## src/rtl/uart_evt_pkg.sv

```systemverilog
package uart_evt_pkg;

    localparam int EVT_W = 12;

    // Bit positions inside the status and mask words.
    localparam int EV_RD_EMPTY  = 0;
    localparam int EV_WR_FULL   = 1;
    localparam int EV_FRAME     = 2;
    localparam int EV_PARITY    = 3;
    localparam int EV_RX_OVF    = 4;
    localparam int EV_RX_AFULL  = 5;
    localparam int EV_RSVD      = 6;
    localparam int EV_TX_POP    = 7;
    localparam int EV_RX_PUSH   = 8;
    localparam int EV_WR_POP    = 9;
    localparam int EV_PROTO_RD  = 10;
    localparam int EV_TX_AEMPTY = 11;

    typedef logic [EVT_W-1:0] evt_vec_t;

    // Bits that hold state; the reserved hole stays zero.
    localparam evt_vec_t EVT_IMPL = ~(EVT_W'(1) << EV_RSVD);

    typedef enum logic [1:0] {
        CSR_STATUS = 2'd0,
        CSR_MASK   = 2'd1,
        CSR_HI_THR = 2'd2,
        CSR_LO_THR = 2'd3
    } csr_sel_e;

    typedef enum logic {
        CMP_AT_OR_ABOVE = 1'b0,
        CMP_AT_OR_BELOW = 1'b1
    } thr_cmp_e;

endpackage

```

## src/rtl/uart_evt_thresh.sv

```systemverilog
// Qualifies a FIFO operation against its occupancy and a threshold.
// The comparison runs only when the operation actually happens.
module uart_evt_thresh
    import uart_evt_pkg::*;
#(
    parameter int       LVL_W = 9,
    parameter int       DEPTH = 256,
    parameter thr_cmp_e MODE  = CMP_AT_OR_ABOVE
) (
    input  logic             stb_i,
    input  logic [LVL_W-1:0] level_i,
    input  logic [LVL_W-1:0] thr_i,
    output logic             op_o,
    output logic             cross_o
);

    localparam logic [LVL_W-1:0] LVL_FULL = LVL_W'(DEPTH);
    localparam logic [LVL_W-1:0] LVL_ONE  = LVL_W'(1);

    generate
        if (MODE == CMP_AT_OR_ABOVE) begin : g_push
            // Push side: refused when full, crossing judged on count before write.
            logic is_full;
            always_comb begin
                is_full = (level_i >= LVL_FULL);
                op_o    = stb_i && !is_full;
                cross_o = op_o && (level_i >= thr_i);
            end
        end else begin : g_pop
            // Pop side: no-op when empty, crossing judged on entries left.
            logic             is_empty;
            logic [LVL_W-1:0] remain;
            always_comb begin
                is_empty = (level_i == '0);
                remain   = level_i - LVL_ONE;
                op_o     = stb_i && !is_empty;
                cross_o  = op_o && (remain <= thr_i);
            end
        end
    endgenerate

endmodule

```

## src/rtl/uart_evt_collect.sv

```systemverilog
// Maps FIFO strobes, counts and receiver errors onto the event vector.
module uart_evt_collect
    import uart_evt_pkg::*;
#(
    parameter int LVL_W    = 9,
    parameter int RX_DEPTH = 256,
    parameter int TX_DEPTH = 256,
    parameter int WR_LVL_W = 3,
    parameter int WR_DEPTH = 4
) (
    input  logic                rx_byte_vld_i,
    input  logic [LVL_W-1:0]    rx_level_i,
    input  logic                rx_data_rd_i,
    input  logic                rx_proto_err_i,
    input  logic                frame_err_i,
    input  logic                parity_err_i,
    input  logic                tx_pop_i,
    input  logic [LVL_W-1:0]    tx_level_i,
    input  logic                wr_push_i,
    input  logic                wr_pop_i,
    input  logic [WR_LVL_W-1:0] wr_level_i,
    input  logic [LVL_W-1:0]    hi_thr_i,
    input  logic [LVL_W-1:0]    lo_thr_i,
    output evt_vec_t            evt_o
);

    localparam logic [LVL_W-1:0]    RX_FULL = LVL_W'(RX_DEPTH);
    localparam logic [WR_LVL_W-1:0] WR_FULL = WR_LVL_W'(WR_DEPTH);

    logic rx_push, rx_hi_cross;
    logic tx_pop,  tx_lo_cross;

    uart_evt_thresh #(
        .LVL_W (LVL_W),
        .DEPTH (RX_DEPTH),
        .MODE  (CMP_AT_OR_ABOVE)
    ) u_rx_thr (
        .stb_i   (rx_byte_vld_i),
        .level_i (rx_level_i),
        .thr_i   (hi_thr_i),
        .op_o    (rx_push),
        .cross_o (rx_hi_cross)
    );

    uart_evt_thresh #(
        .LVL_W (LVL_W),
        .DEPTH (TX_DEPTH),
        .MODE  (CMP_AT_OR_BELOW)
    ) u_tx_thr (
        .stb_i   (tx_pop_i),
        .level_i (tx_level_i),
        .thr_i   (lo_thr_i),
        .op_o    (tx_pop),
        .cross_o (tx_lo_cross)
    );

    always_comb begin
        evt_o               = '0;
        evt_o[EV_RD_EMPTY]  = rx_data_rd_i && (rx_level_i == '0);
        evt_o[EV_WR_FULL]   = wr_push_i && (wr_level_i >= WR_FULL);
        evt_o[EV_FRAME]     = frame_err_i;
        evt_o[EV_PARITY]    = parity_err_i;
        evt_o[EV_RX_OVF]    = rx_byte_vld_i && (rx_level_i >= RX_FULL);
        evt_o[EV_RX_AFULL]  = rx_hi_cross;
        evt_o[EV_TX_POP]    = tx_pop;
        evt_o[EV_RX_PUSH]   = rx_push;
        evt_o[EV_WR_POP]    = wr_pop_i && (wr_level_i != '0);
        evt_o[EV_PROTO_RD]  = rx_proto_err_i;
        evt_o[EV_TX_AEMPTY] = tx_lo_cross;
    end

endmodule

```

## src/rtl/uart_evt_csr.sv

```systemverilog
// Sticky status with write-one-to-clear, mask, thresholds and the
// registered interrupt; two-process style.
module uart_evt_csr
    import uart_evt_pkg::*;
#(
    parameter int DATA_W   = 64,
    parameter int LVL_W    = 9,
    parameter int RX_DEPTH = 256
) (
    input  logic              clk,
    input  logic              rst_n,
    input  evt_vec_t          evt_i,
    input  logic              reg_we_i,
    input  logic [1:0]        reg_addr_i,
    input  logic [DATA_W-1:0] reg_wdata_i,
    output logic [DATA_W-1:0] reg_rdata_o,
    output evt_vec_t          status_o,
    output evt_vec_t          mask_o,
    output logic [LVL_W-1:0]  hi_thr_o,
    output logic [LVL_W-1:0]  lo_thr_o,
    output logic              irq_o
);

    typedef struct packed {
        evt_vec_t         status;
        evt_vec_t         mask;
        logic [LVL_W-1:0] hi_thr;
        logic [LVL_W-1:0] lo_thr;
        logic             irq;
    } csr_state_t;

    localparam csr_state_t ST_RST = '{
        status : '0,
        mask   : EVT_IMPL,
        hi_thr : LVL_W'(RX_DEPTH),
        lo_thr : '0,
        irq    : 1'b0
    };

    csr_state_t st_d, st_q;
    csr_sel_e   sel;
    evt_vec_t   wr_bits;

    always_comb begin
        sel     = csr_sel_e'(reg_addr_i);
        wr_bits = reg_wdata_i[EVT_W-1:0] & EVT_IMPL;
        st_d    = st_q;

        if (reg_we_i) begin
            case (sel)
                CSR_STATUS: st_d.status = st_q.status & ~wr_bits;
                CSR_MASK:   st_d.mask   = wr_bits;
                CSR_HI_THR: st_d.hi_thr = reg_wdata_i[LVL_W-1:0];
                CSR_LO_THR: st_d.lo_thr = reg_wdata_i[LVL_W-1:0];
                default:    st_d        = st_q;
            endcase
        end

        // Setting is applied after clearing: a colliding event survives.
        st_d.status = (st_d.status | evt_i) & EVT_IMPL;
        st_d.irq    = |(st_d.status & ~st_d.mask);
    end

    always_ff @(posedge clk or negedge rst_n) begin
        if (!rst_n) begin
            st_q <= ST_RST;
        end else begin
            st_q <= st_d;
        end
    end

    always_comb begin
        reg_rdata_o = '0;
        case (sel)
            CSR_STATUS: reg_rdata_o[EVT_W-1:0] = st_q.status;
            CSR_MASK:   reg_rdata_o[EVT_W-1:0] = st_q.mask;
            CSR_HI_THR: reg_rdata_o[LVL_W-1:0] = st_q.hi_thr;
            CSR_LO_THR: reg_rdata_o[LVL_W-1:0] = st_q.lo_thr;
            default:    reg_rdata_o            = '0;
        endcase
    end

    assign status_o = st_q.status;
    assign mask_o   = st_q.mask;
    assign hi_thr_o = st_q.hi_thr;
    assign lo_thr_o = st_q.lo_thr;
    assign irq_o    = st_q.irq;

endmodule

```

## src/rtl/uart_evt_irq.sv

```systemverilog
module uart_evt_irq
    import uart_evt_pkg::*;
#(
    parameter int DATA_W   = 64,
    parameter int LVL_W    = 9,
    parameter int RX_DEPTH = 256,
    parameter int TX_DEPTH = 256,
    parameter int WR_LVL_W = 3,
    parameter int WR_DEPTH = 4
) (
    input  logic                clk,
    input  logic                rst_n,
    input  logic                rx_byte_vld_i,
    input  logic [LVL_W-1:0]    rx_level_i,
    input  logic                rx_data_rd_i,
    input  logic                rx_proto_err_i,
    input  logic                frame_err_i,
    input  logic                parity_err_i,
    input  logic                tx_pop_i,
    input  logic [LVL_W-1:0]    tx_level_i,
    input  logic                wr_push_i,
    input  logic                wr_pop_i,
    input  logic [WR_LVL_W-1:0] wr_level_i,
    input  logic                reg_we_i,
    input  logic [1:0]          reg_addr_i,
    input  logic [DATA_W-1:0]   reg_wdata_i,
    output logic [DATA_W-1:0]   reg_rdata_o,
    output logic                irq_o
);

    evt_vec_t         evt;
    evt_vec_t         status_q;
    evt_vec_t         mask_q;
    logic [LVL_W-1:0] hi_thr_q;
    logic [LVL_W-1:0] lo_thr_q;

    uart_evt_collect #(
        .LVL_W    (LVL_W),
        .RX_DEPTH (RX_DEPTH),
        .TX_DEPTH (TX_DEPTH),
        .WR_LVL_W (WR_LVL_W),
        .WR_DEPTH (WR_DEPTH)
    ) u_collect (
        .rx_byte_vld_i  (rx_byte_vld_i),
        .rx_level_i     (rx_level_i),
        .rx_data_rd_i   (rx_data_rd_i),
        .rx_proto_err_i (rx_proto_err_i),
        .frame_err_i    (frame_err_i),
        .parity_err_i   (parity_err_i),
        .tx_pop_i       (tx_pop_i),
        .tx_level_i     (tx_level_i),
        .wr_push_i      (wr_push_i),
        .wr_pop_i       (wr_pop_i),
        .wr_level_i     (wr_level_i),
        .hi_thr_i       (hi_thr_q),
        .lo_thr_i       (lo_thr_q),
        .evt_o          (evt)
    );

    uart_evt_csr #(
        .DATA_W   (DATA_W),
        .LVL_W    (LVL_W),
        .RX_DEPTH (RX_DEPTH)
    ) u_csr (
        .clk         (clk),
        .rst_n       (rst_n),
        .evt_i       (evt),
        .reg_we_i    (reg_we_i),
        .reg_addr_i  (reg_addr_i),
        .reg_wdata_i (reg_wdata_i),
        .reg_rdata_o (reg_rdata_o),
        .status_o    (status_q),
        .mask_o      (mask_q),
        .hi_thr_o    (hi_thr_q),
        .lo_thr_o    (lo_thr_q),
        .irq_o       (irq_o)
    );

endmodule

```

## config.mk

```make
export PLATFORM = sky130hd
export DESIGN_NAME = uart_evt_irq
export DESIGN_NICKNAME = d
export VERILOG_FILES = /design/src/rtl/uart_evt_pkg.sv /design/src/rtl/uart_evt_thresh.sv /design/src/rtl/uart_evt_collect.sv /design/src/rtl/uart_evt_csr.sv /design/src/rtl/uart_evt_irq.sv
export SDC_FILE = /design/constraint.sdc
export NUM_CORES = 1
export LEC_CHECK = 0
export BUFFER_PORTS_ARGS = -buffer_cell sky130_fd_sc_hd__buf_4
export CAP_MARGIN = 15
export CORE_UTILIZATION = 46
export CTS_CLUSTER_SIZE = 16
export DETAILED_ROUTE_END_ITERATION = 16
export PLACE_DENSITY = 0.82
export SETUP_SLACK_MARGIN = 0.1
export SYNTH_ARGS = -nofsm -noshare
export SYNTH_HDL_FRONTEND = slang
export SYNTH_HIERARCHICAL = 1
export SYNTH_SLANG_ARGS = --single-unit
```

## constraint.sdc

```tcl
create_clock -name clk -period 3.01 [get_ports clk]
set_clock_uncertainty 0.15 [all_clocks]
set_input_delay 0.4515 -clock clk [delete_from_list [all_inputs] [get_ports clk]]
set_output_delay 0.4515 -clock clk [all_outputs]
set_load 0.02 [all_outputs]
```

### Word level (Yosys, flattened, before mapping)

Cells that the tools add are included.

| storage, ports and cells | value |
|---|---|
| bits of input ports | 98 |
| word-level logic and storage cells | 42 |
| output and inout port bits | 65 |
| flip-flop bits (word level) | 42 |

| cells by class | value |
|---|---|
| add/subtract/negate cells | 1 |
| bitwise operators | 5 |
| mux-type cells | 7 |
| magnitude comparators | 4 |
| equality and inequality tests | 3 |
| reduce and logical (&&, ||, !) cells | 17 |

Operators with widths:

| kind | number |
|---|---|
| $mux W43 | 1 |
| $pmux W9 S4 | 1 |
| $and A12 B12 Y12 | 2 |
| $mux W12 | 2 |
| $not A12 Y12 | 2 |
| $logic_not A9 Y1 | 2 |
| $mux W9 | 2 |
| $or A12 B12 Y12 | 1 |
| $reduce_or A12 Y1 | 1 |
| $ge A9 B9 Y1 | 1 |
| $ge A9 B9 Y1 const B | 1 |
| $le A9 B9 Y1 | 1 |
| $sub A9 B1 Y9 const B | 1 |
| $logic_and A1 B1 Y1 | 8 |
| $pmux W3 S2 | 1 |
| $eq A2 B2 Y1 const B | 2 |
| $reduce_and A2 Y1 | 2 |
| $ge A3 B3 Y1 const B | 1 |
| $reduce_bool A3 Y1 | 1 |
| $eq A2 B1 Y1 const B | 1 |
| $logic_not A1 Y1 | 2 |
| $logic_not A2 Y1 | 1 |

### Depth between registers and ports, before layout

Gate-level depths: netlist of run 1.

| depth | value |
|---|---|
| word-level depth | 7 |
| gate-level depth with buffers | 16 |
| depth with buffers taken out | 15 |

### Modules after synthesis

Netlist of run 1, hierarchy kept.

By module, submodules not included:

| module | area an instance (µm²) | sequential area each (µm²) | times used | cells each |
|---|---|---|---|---|
| uart_evt_csr | 2,356.0 | 1,066.0 | 1 | 194 |
| uart_evt_thresh (u_collect.u_tx_thr) | 369.1 | 0.0 | 1 | 51 |
| uart_evt_thresh (u_collect.u_rx_thr) | 232.7 | 0.0 | 1 | 34 |
| uart_evt_collect | 115.1 | 0.0 | 1 | 15 |

### Worst setup path after synthesis of run 1

No wires, ideal clock.

| path | value |
|---|---|
| path kind | input port to flip-flop |
| start point | input tx_level_i[0] |
| end point | register u_csr.st_q, in the netlist u_csr/irq_o |
| buffers on the path | 1 |
| setup time | 144 ps |
| cell stages on the path | 16 |
| data required time | 2,716 ps |
| data arrival time | 2,571 ps |
| setup slack | 145 ps |
| path through | inv_1 > ha_1 > nand3b_2 > nor3_1 > xor2_1 > ha_1 > nand3_1 > nor3_1 > a21oi_1 > a21boi_1 > buf_4 > nand2b_1 > o22ai_1 > o22ai_1 > nor4_1 > o2111ai_1 |

RTL lines:

| item | RTL line | source |
|---|---|---|
| from (decl) | uart_evt_irq.sv:20 | `input logic [LVL_W-1:0] tx_level_i,` |
| to (signal assigned) | uart_evt_csr.sv:68 | `st_q <= st_d;` |
| to (decl) | uart_evt_csr.sv:40 | `csr_state_t st_d, st_q;` |

==> metrics.md, run 1 <==
| Metric | Value |
|---|---|
| Status | completed |
| Peak VDD IR | between 0.3 and 0.4 mV |
| Clock sink count | 42 |
| Mapped Cells | 291 |
| Total track usage | 0.1874 |
| Worst Max-Slew Pin Slew | 569.4 ps |
| Die Ht | ~83 µm |
| Fmax | approximately 350 MHz |
| Placed inst area | 3395 µm² |
| Layout Cells excl Fill | roughly 440 |
| Core footprint | between 6000 and 7000 µm² |
| Average size of a mapped cell | between 10 and 15 µm² |
| PD cells | roughly 500 nW/µm² |
| Net Sw Frac | 0.3224 |
| Final setup margin | around 190 ps |
| Clk pwr share | 0.243 |
| Most frequent CP cell | buf_4 |
| Starting density of the core | 0.4783 |
| Root Buffer | clkbuf_8 |
| Internal power | 1214 µW |
| H-tree levels | 2 |
| Setup TNS | 0 ps |
| Worst-skew pair later-pin latency | around 290 ps |
| Initial antenna violation count | 0 |
| Largest net degree at the start of global routing | 43 |
| Max-Cap Viols | 0 |
| Fin. Hold Viols | 0 |
| Deepest clock path buffer count | 2 |
| Routed vias/inst | 5.094 |
| Final Slew Violations | 0 |
| Synthesis-to-finish area growth | 18.23% |
| Final setup vio count | 0 |
| Pre-Repair DR Iteration Count | 4 |
| CP required | ~3100 ps |
| Minimum clock period | 2825 ps |
| Clock transition at path regs | about 80 ps |
| RSZ-0062 raised after global routing | true |
| Worst Path Arrival | around 2900 ps |
| # fillers | about 540 |
| Crit start category | input pin |
| Detail Route Antenna Nets | 0 |
| Post-Syn Area | between 3000 and 4000 µm² |
| TritonCTS clock tree | built |
| Gr ovfl total | 0 |
| Total placed cells including tap cells | between 400 and 500 |
| HP Class | in -> reg |
| CP Capture Type | flop |
| Reg-to-reg slack, setup | ~480 ps |
| Rows | 29 |
| Fin nets | roughly 470 |
| Vias in the first global route | roughly 2,200 |
| Crit share post-route | 0.9384 |
| Routed len/inst | ~15 µm |
| Leak Pwr | 0.001751 µW |
| Detailed Place HPWL | roughly 5000 µm |
| CP max stage delay | between 200 and 300 ps |
| Iter 0 DRT Violations | 111 |
| Inserted Diodes | 0 |
| Routed Wire Length | 6463 µm |
| Cts bufs inserted | 5 |
| Die Area | approximately 7000 µm² |
| Net switching power | ~580 µW |
| Gp weighted congestion | around 0.83 |
| Comb pwr share | 0.347 |
| Worst-path fanout max | 2 |
| Vias | ~2,200 |
| Post-route cell area | around 3600 µm² |
| Worst path slowest cell | ha_1 |
| Reg area | about 1100 µm² |
| Cell Chain, Critical Path | buf_4 -> nor3_4 -> nand3_2 -> nor3_2 -> xor2_1 -> ha_1 -> a21o_1 -> a21oi_2 -> o211ai_1 -> a21boi_2 -> nand2b_4 -> o22ai_4 -> o22ai_2 -> nor4_2 -> buf_4 -> o2111ai_1 |
| Share of cells above drive strength 1 | 0.3939 |
| # DRC | 0 |
| First-pass GRT wire length | about 10,000 µm |
| Slew headroom | 0.6193 |
| Pre-CTS setup slack | -253.6 ps |
| Yosys Warn Count | 6 |
| Crit Path Category | in -> reg |
| Total power | about 1800 µW |
| Die Width | ~83 µm |
| Num ports | 163 |
| PortBufs | 58 |
| Sequential share of power | 0.409 |
| Multi-input gate area | about 1700 µm² |
-- flip-flops by register name, indices dropped and copies added (netlist names), named ones only --
name            count
u_csr/hi_thr_o      9
u_csr/mask_o       11
u_csr/lo_thr_o      9
u_csr/irq_o         1
u_csr/status_o     11
-- routing by layer --
metal | part of all wire | routed length [µm] | GRT usage
met1 | 0.42 | 2705 | 0.2358
met2 | 0.51 | 3282 | 0.3271
met3 | 0.058 | 376 | 0.02868
met4 | 0.015 | 99 | 0.06780
met5 | 0 | 0 | 0
-- final cells by class --
cell class,count,area share
clock buffer,7,0.02114
clock inverter,1,0.008316
inverter,29,0.03015
multi-input combinational,206,0.4660
sequential,42,0.2952
tap,77,0.02668
timing repair buffer,73,0.1525
-- final timing paths --
path / depth (start not counted) / startpoint / end
max reg2reg: 12 / u_csr/hi_thr_o[2]$_DFFE_PN0P_ / u_csr/irq_o$_DFF_PN0_
min in group asynchronous: 2 / rst_n / u_csr/hi_thr_o[3]$_DFFE_PN0P_
max: 16 / tx_level_i[3] / u_csr/irq_o$_DFF_PN0_
min reg2reg: 1 / flop / flop
max in group asynchronous: 2 / rst_n / u_csr/mask_o[5]$_DFF_PN1_
min: 3 / parity_err_i / u_csr/status_o[3]$_DFF_PN0_
-- cell usage in the layout, fill, tap and decap left out, types with 3 or more instances in the layout --
cell and instances:
buf_4 72, conb_1 52, mux2_2 30, dfrtp_1 30, inv_1 28, ha_1 18
nand2_1 12, dfstp_2 12, o22ai_1 9, nand2b_1 8, a21oi_1 7, clkbuf_8 5
a21o_1 5, nor2_1 5, xor2_1 4, mux4_2 4, mux4_1 4, and2_1 3
xnor2_1 3, nand3_1 3, mux2i_1 3
-- timing repair --
action | in CTS | in global routing
resized for setup | 2 | 15
pin swaps | 2 | 12
buffers inserted | 0 | 1
endpoints found under the hold margin | 24 | 0
endpoints found under the setup margin | 1 | 1
hold buffers | 1 | 0
-- power by group through the flow --
stage | registers, µW | logic [µW] | clock network (µW)
floorplan | 717 | 459 | 0
global placement | 734 | 564 | 0
detailed placement | 741 | 582 | 0
CTS | 731 | 588 | 442
global route | 745 | 678 | 459
finish | 734 | 622 | 436
-- critical path: cells and delay by family --
| kind | cells | cell delay [ps] |
|---|---|---|
| compound gates | 7 | 910 |
| xor+xnor | 1 | 190 |
| fa+ha+maj | 1 | 270 |
| buf+inv | 2 | 260 |
| simple gates | 5 | 800 |
-- per-stage QoR --
step                hold slack (ps)  utilization
floorplan                     5.909            -
global placement              308.5       0.5315
detailed placement            317.3       0.5315
CTS                           199.8       0.5513
global route                  214.6       0.5654
finish                        205.1       0.5654
Power figures use the tool's default switching activity.
==> inputs of run 2 (changes only) <==
- REMOVE_ABC_BUFFERS: unset -> 1
==> run 2 against run 1 <==
Power fell by 1.7%. First-iteration DRC count fell by 40%. Sequential power fell by 0.8%.
==> metrics.md, run 2 (same netlist as run 1, synthesis figures left out) <==
| Metric | Value |
|---|---|
| Final core occ | 0.5584 (was 0.5654) |
| Worst Max-Slew Pin Slew | 575.7 ps (was 569.4 ps) |
| Final setup vio count | 0 (unchanged) |
| Most common cell after layout, fill and taps aside | buf_4 (unchanged) |
| Core footprint | 6386 µm² (unchanged) |
| Critical Path End | u_csr/irq_o$_DFF_PN0_ (unchanged) |
| Clock sink count | 42 (unchanged) |
| Crit path launch | tx_level_i[0] (was tx_level_i[3]) |
| Rows | 29 (unchanged) |
| Final setup margin | 254.9 ps (was 185.4 ps) |
| Detail Route Antenna Nets | 0 (unchanged) |
| Cts bufs inserted | 5 (unchanged) |
| Worst Path Arrival | 2760 ps (was 2890 ps) |
| Pre-Repair DR Iteration Count | 4 (unchanged) |
| Comb pwr share | 0.346 (was 0.347) |
| Worst-skew pair later-pin latency | 300 ps (was 290 ps) |
| Num ports | 163 (unchanged) |
| Starting density of the core | 0.4783 (unchanged) |
| Routed Wire Length | 6343 µm (was 6463 µm) |
| Max-Cap Viols | 0 (unchanged) |
| CP Capture Type | flop (unchanged) |
| First-pass GRT wire length | 9929 µm (was 10,350 µm) |
| Peak VDD IR | 0.2709 mV (was 0.3654 mV) |
| Pre-CTS setup slack | -166.1 ps (was -253.6 ps) |
| TritonCTS clock tree | built (unchanged) |
| Final Slew Violations | 0 (unchanged) |
| Routed len/inst | 14.58 µm (was 14.86 µm) |
| Routed vias/inst | 5.021 (was 5.094) |
| Highest-count cells in the layout ignoring fill and taps | buf_4 (72), conb_1 (52), mux2_2 (30), dfrtp_1 (30), inv_1 (29) (was buf_4 (72), conb_1 (52), mux2_2 (30), dfrtp_1 (30), inv_1 (28)) |
| Internal power | 1191 µW (was 1214 µW) |
| Placed inst area | 3387 µm² (was 3395 µm²) |
| Hold Path Cell Cnt | 2 (was 3) |
| Fin. Hold Viols | 0 (unchanged) |
| Largest net degree at the start of global routing | 43 (unchanged) |
| Crit Path Category | in -> reg (unchanged) |
| Post-route cell area | 3566 µm² (was 3611 µm²) |
| Die Width | 83.49 µm (unchanged) |
| Total placed cells including tap cells | 424 (was 425) |
| Die Ht | 83.49 µm (unchanged) |
| Setup TNS | 0 ps (unchanged) |
| Die Area | 6970 µm² (unchanged) |
| PD cells | 493.8 nW/µm² (was 496.3 nW/µm²) |
| CP required | 3020 ps (was 3070 ps) |
| H-tree levels | 2 (unchanged) |
| Minimum clock period | 2755 ps (was 2825 ps) |
| Synthesis-to-finish area growth | 16.76% (was 18.23%) |
| Root Buffer | clkbuf_8 (unchanged) |
| Inserted Diodes | 0 (unchanged) |
| Slew headroom | 0.6151 (was 0.6193) |
| Crit start category | input pin (unchanged) |
| Worst-path fanout max | 3 (was 2) |
| Vias in the first global route | 2,115 (was 2,208) |
| Total track usage | 0.1838 (was 0.1874) |
| Layout Cells excl Fill | 435 (unchanged) |
| Deepest clock path buffer count | 2 (unchanged) |
| Share of cells above drive strength 1 | 0.3827 (was 0.3939) |
| Vias | 2,184 (was 2,216) |
| Clk pwr share | 0.240 (was 0.243) |
| Iter 0 DRT Violations | 67 (was 111) |
| Reg-to-reg startpoint | u_csr/lo_thr_o[1]$_DFFE_PN0P_ (was u_csr/hi_thr_o[2]$_DFFE_PN0P_) |
| Leak Pwr | 0.001733 µW (was 0.001751 µW) |
| Sequential share of power | 0.413 (was 0.409) |
| Clock transition at path regs | 70 ps (was 80 ps) |
| Worst r2r path cells | 11 (was 12) |
| Net Sw Frac | 0.3238 (was 0.3224) |
| RSZ-0062 raised after global routing | false (was true) |
| PortBufs | 58 (unchanged) |
| Gr ovfl total | 0 (unchanged) |
| RR Endpoint | u_csr/irq_o$_DFF_PN0_ (unchanged) |
| Detailed Place HPWL | 4890 µm (was 4954 µm) |
| Gp weighted congestion | 0.8668 (was 0.8258) |
| # DRC | 0 (unchanged) |
| Crit share post-route | 0.9153 (was 0.9384) |
| # fillers | 541 (was 539) |
| Reg-to-reg slack, setup | 660 ps (was 480 ps) |
| Initial antenna violation count | 0 (unchanged) |
| HP Class | in -> reg (unchanged) |
| Fmax | 363.0 MHz (was 354.0 MHz) |
| Fin nets | 474 (unchanged) |
| Status | completed (unchanged) |
| Net switching power | 570.1 µW (was 577.8 µW) |
[run 2: changes by cell type in the layout (fill, tap and decap cells not counted), sizes merged]
cell | before | now
bufinv | 1 | 0
clkbuf | 7 | 8
[run 2: stage by stage]
stage	hold slack [ps]	total power, µW
floorplan	5.909	1104
global placement	302.9	1292
detailed placement	311.2	1320
CTS	212.8	1746
global route	213.1	1856
finish	216.1	1761
[run 2: power by group through the flow]
stage | clock [µW] | sequential [µW] | combinational [µW]
6_report | 423 | 728 | 610
5_1_grt | 451 | 739 | 665
4_1_cts | 430 | 726 | 590
3_5_place_dp | 0 | 737 | 583
3_3_place_gp | 0 | 730 | 562
2_1_floorplan | 0 | 717 | 387
[run 2: what timing repair did]
item | CTS | global route
resized for setup | 1 | 7
hold buffers | 1 | 0
endpoints found under the hold margin | 30 | 0
setup buffers | 0 | 2
setup endpoints to repair | 1 | 1
pin swaps | 0 | 6
[run 2: critical path, stage by stage]
cell and delay, ps:
buf_4 80, inv_1 40, ha_1 230, buf_4 150
xor2_1 160, ha_1 320, nand2_1 60, o21a_1 180
o211ai_1 220, a21boi_2 100, nand2b_1 170, o22ai_2 160
o22ai_2 110, nor4_2 170, o2111ai_1 160
[run 2: layout make-up]
cell class                 instances  area [µm²]  share of cell area
multi-input combinational        206        1634              0.4582
sequential                        42        1066              0.2989
timing repair buffer              73       550.5              0.1544
clock buffer                       8       110.1             0.03088
inverter                          29       108.9             0.03053
tap                               77       96.34             0.02702
[run 2: worst min-delay path by stage]
stage,slack (ps),end,start
after floorplan,6,asynchronous set/reset pin,rst_n
after global placement,300,asynchronous set/reset pin,rst_n
after detailed placement,310,u_csr/lo_thr_o[6]$_DFFE_PN0P_,rst_n
after CTS,210,u_csr/status_o[2]$_DFF_PN0_,frame_err_i
after global routing,210,u_csr/status_o[2]$_DFF_PN0_,frame_err_i
final,220,u_csr/status_o[2]$_DFF_PN0_,frame_err_i
[run 2: per-layer routing]
layer / track usage / wire, µm
met1: 0.2231 / 2538
met2: 0.3174 / 3328
met3: 0.05045 / 412
met4: 0.05855 / 64
met5: 0 / 0
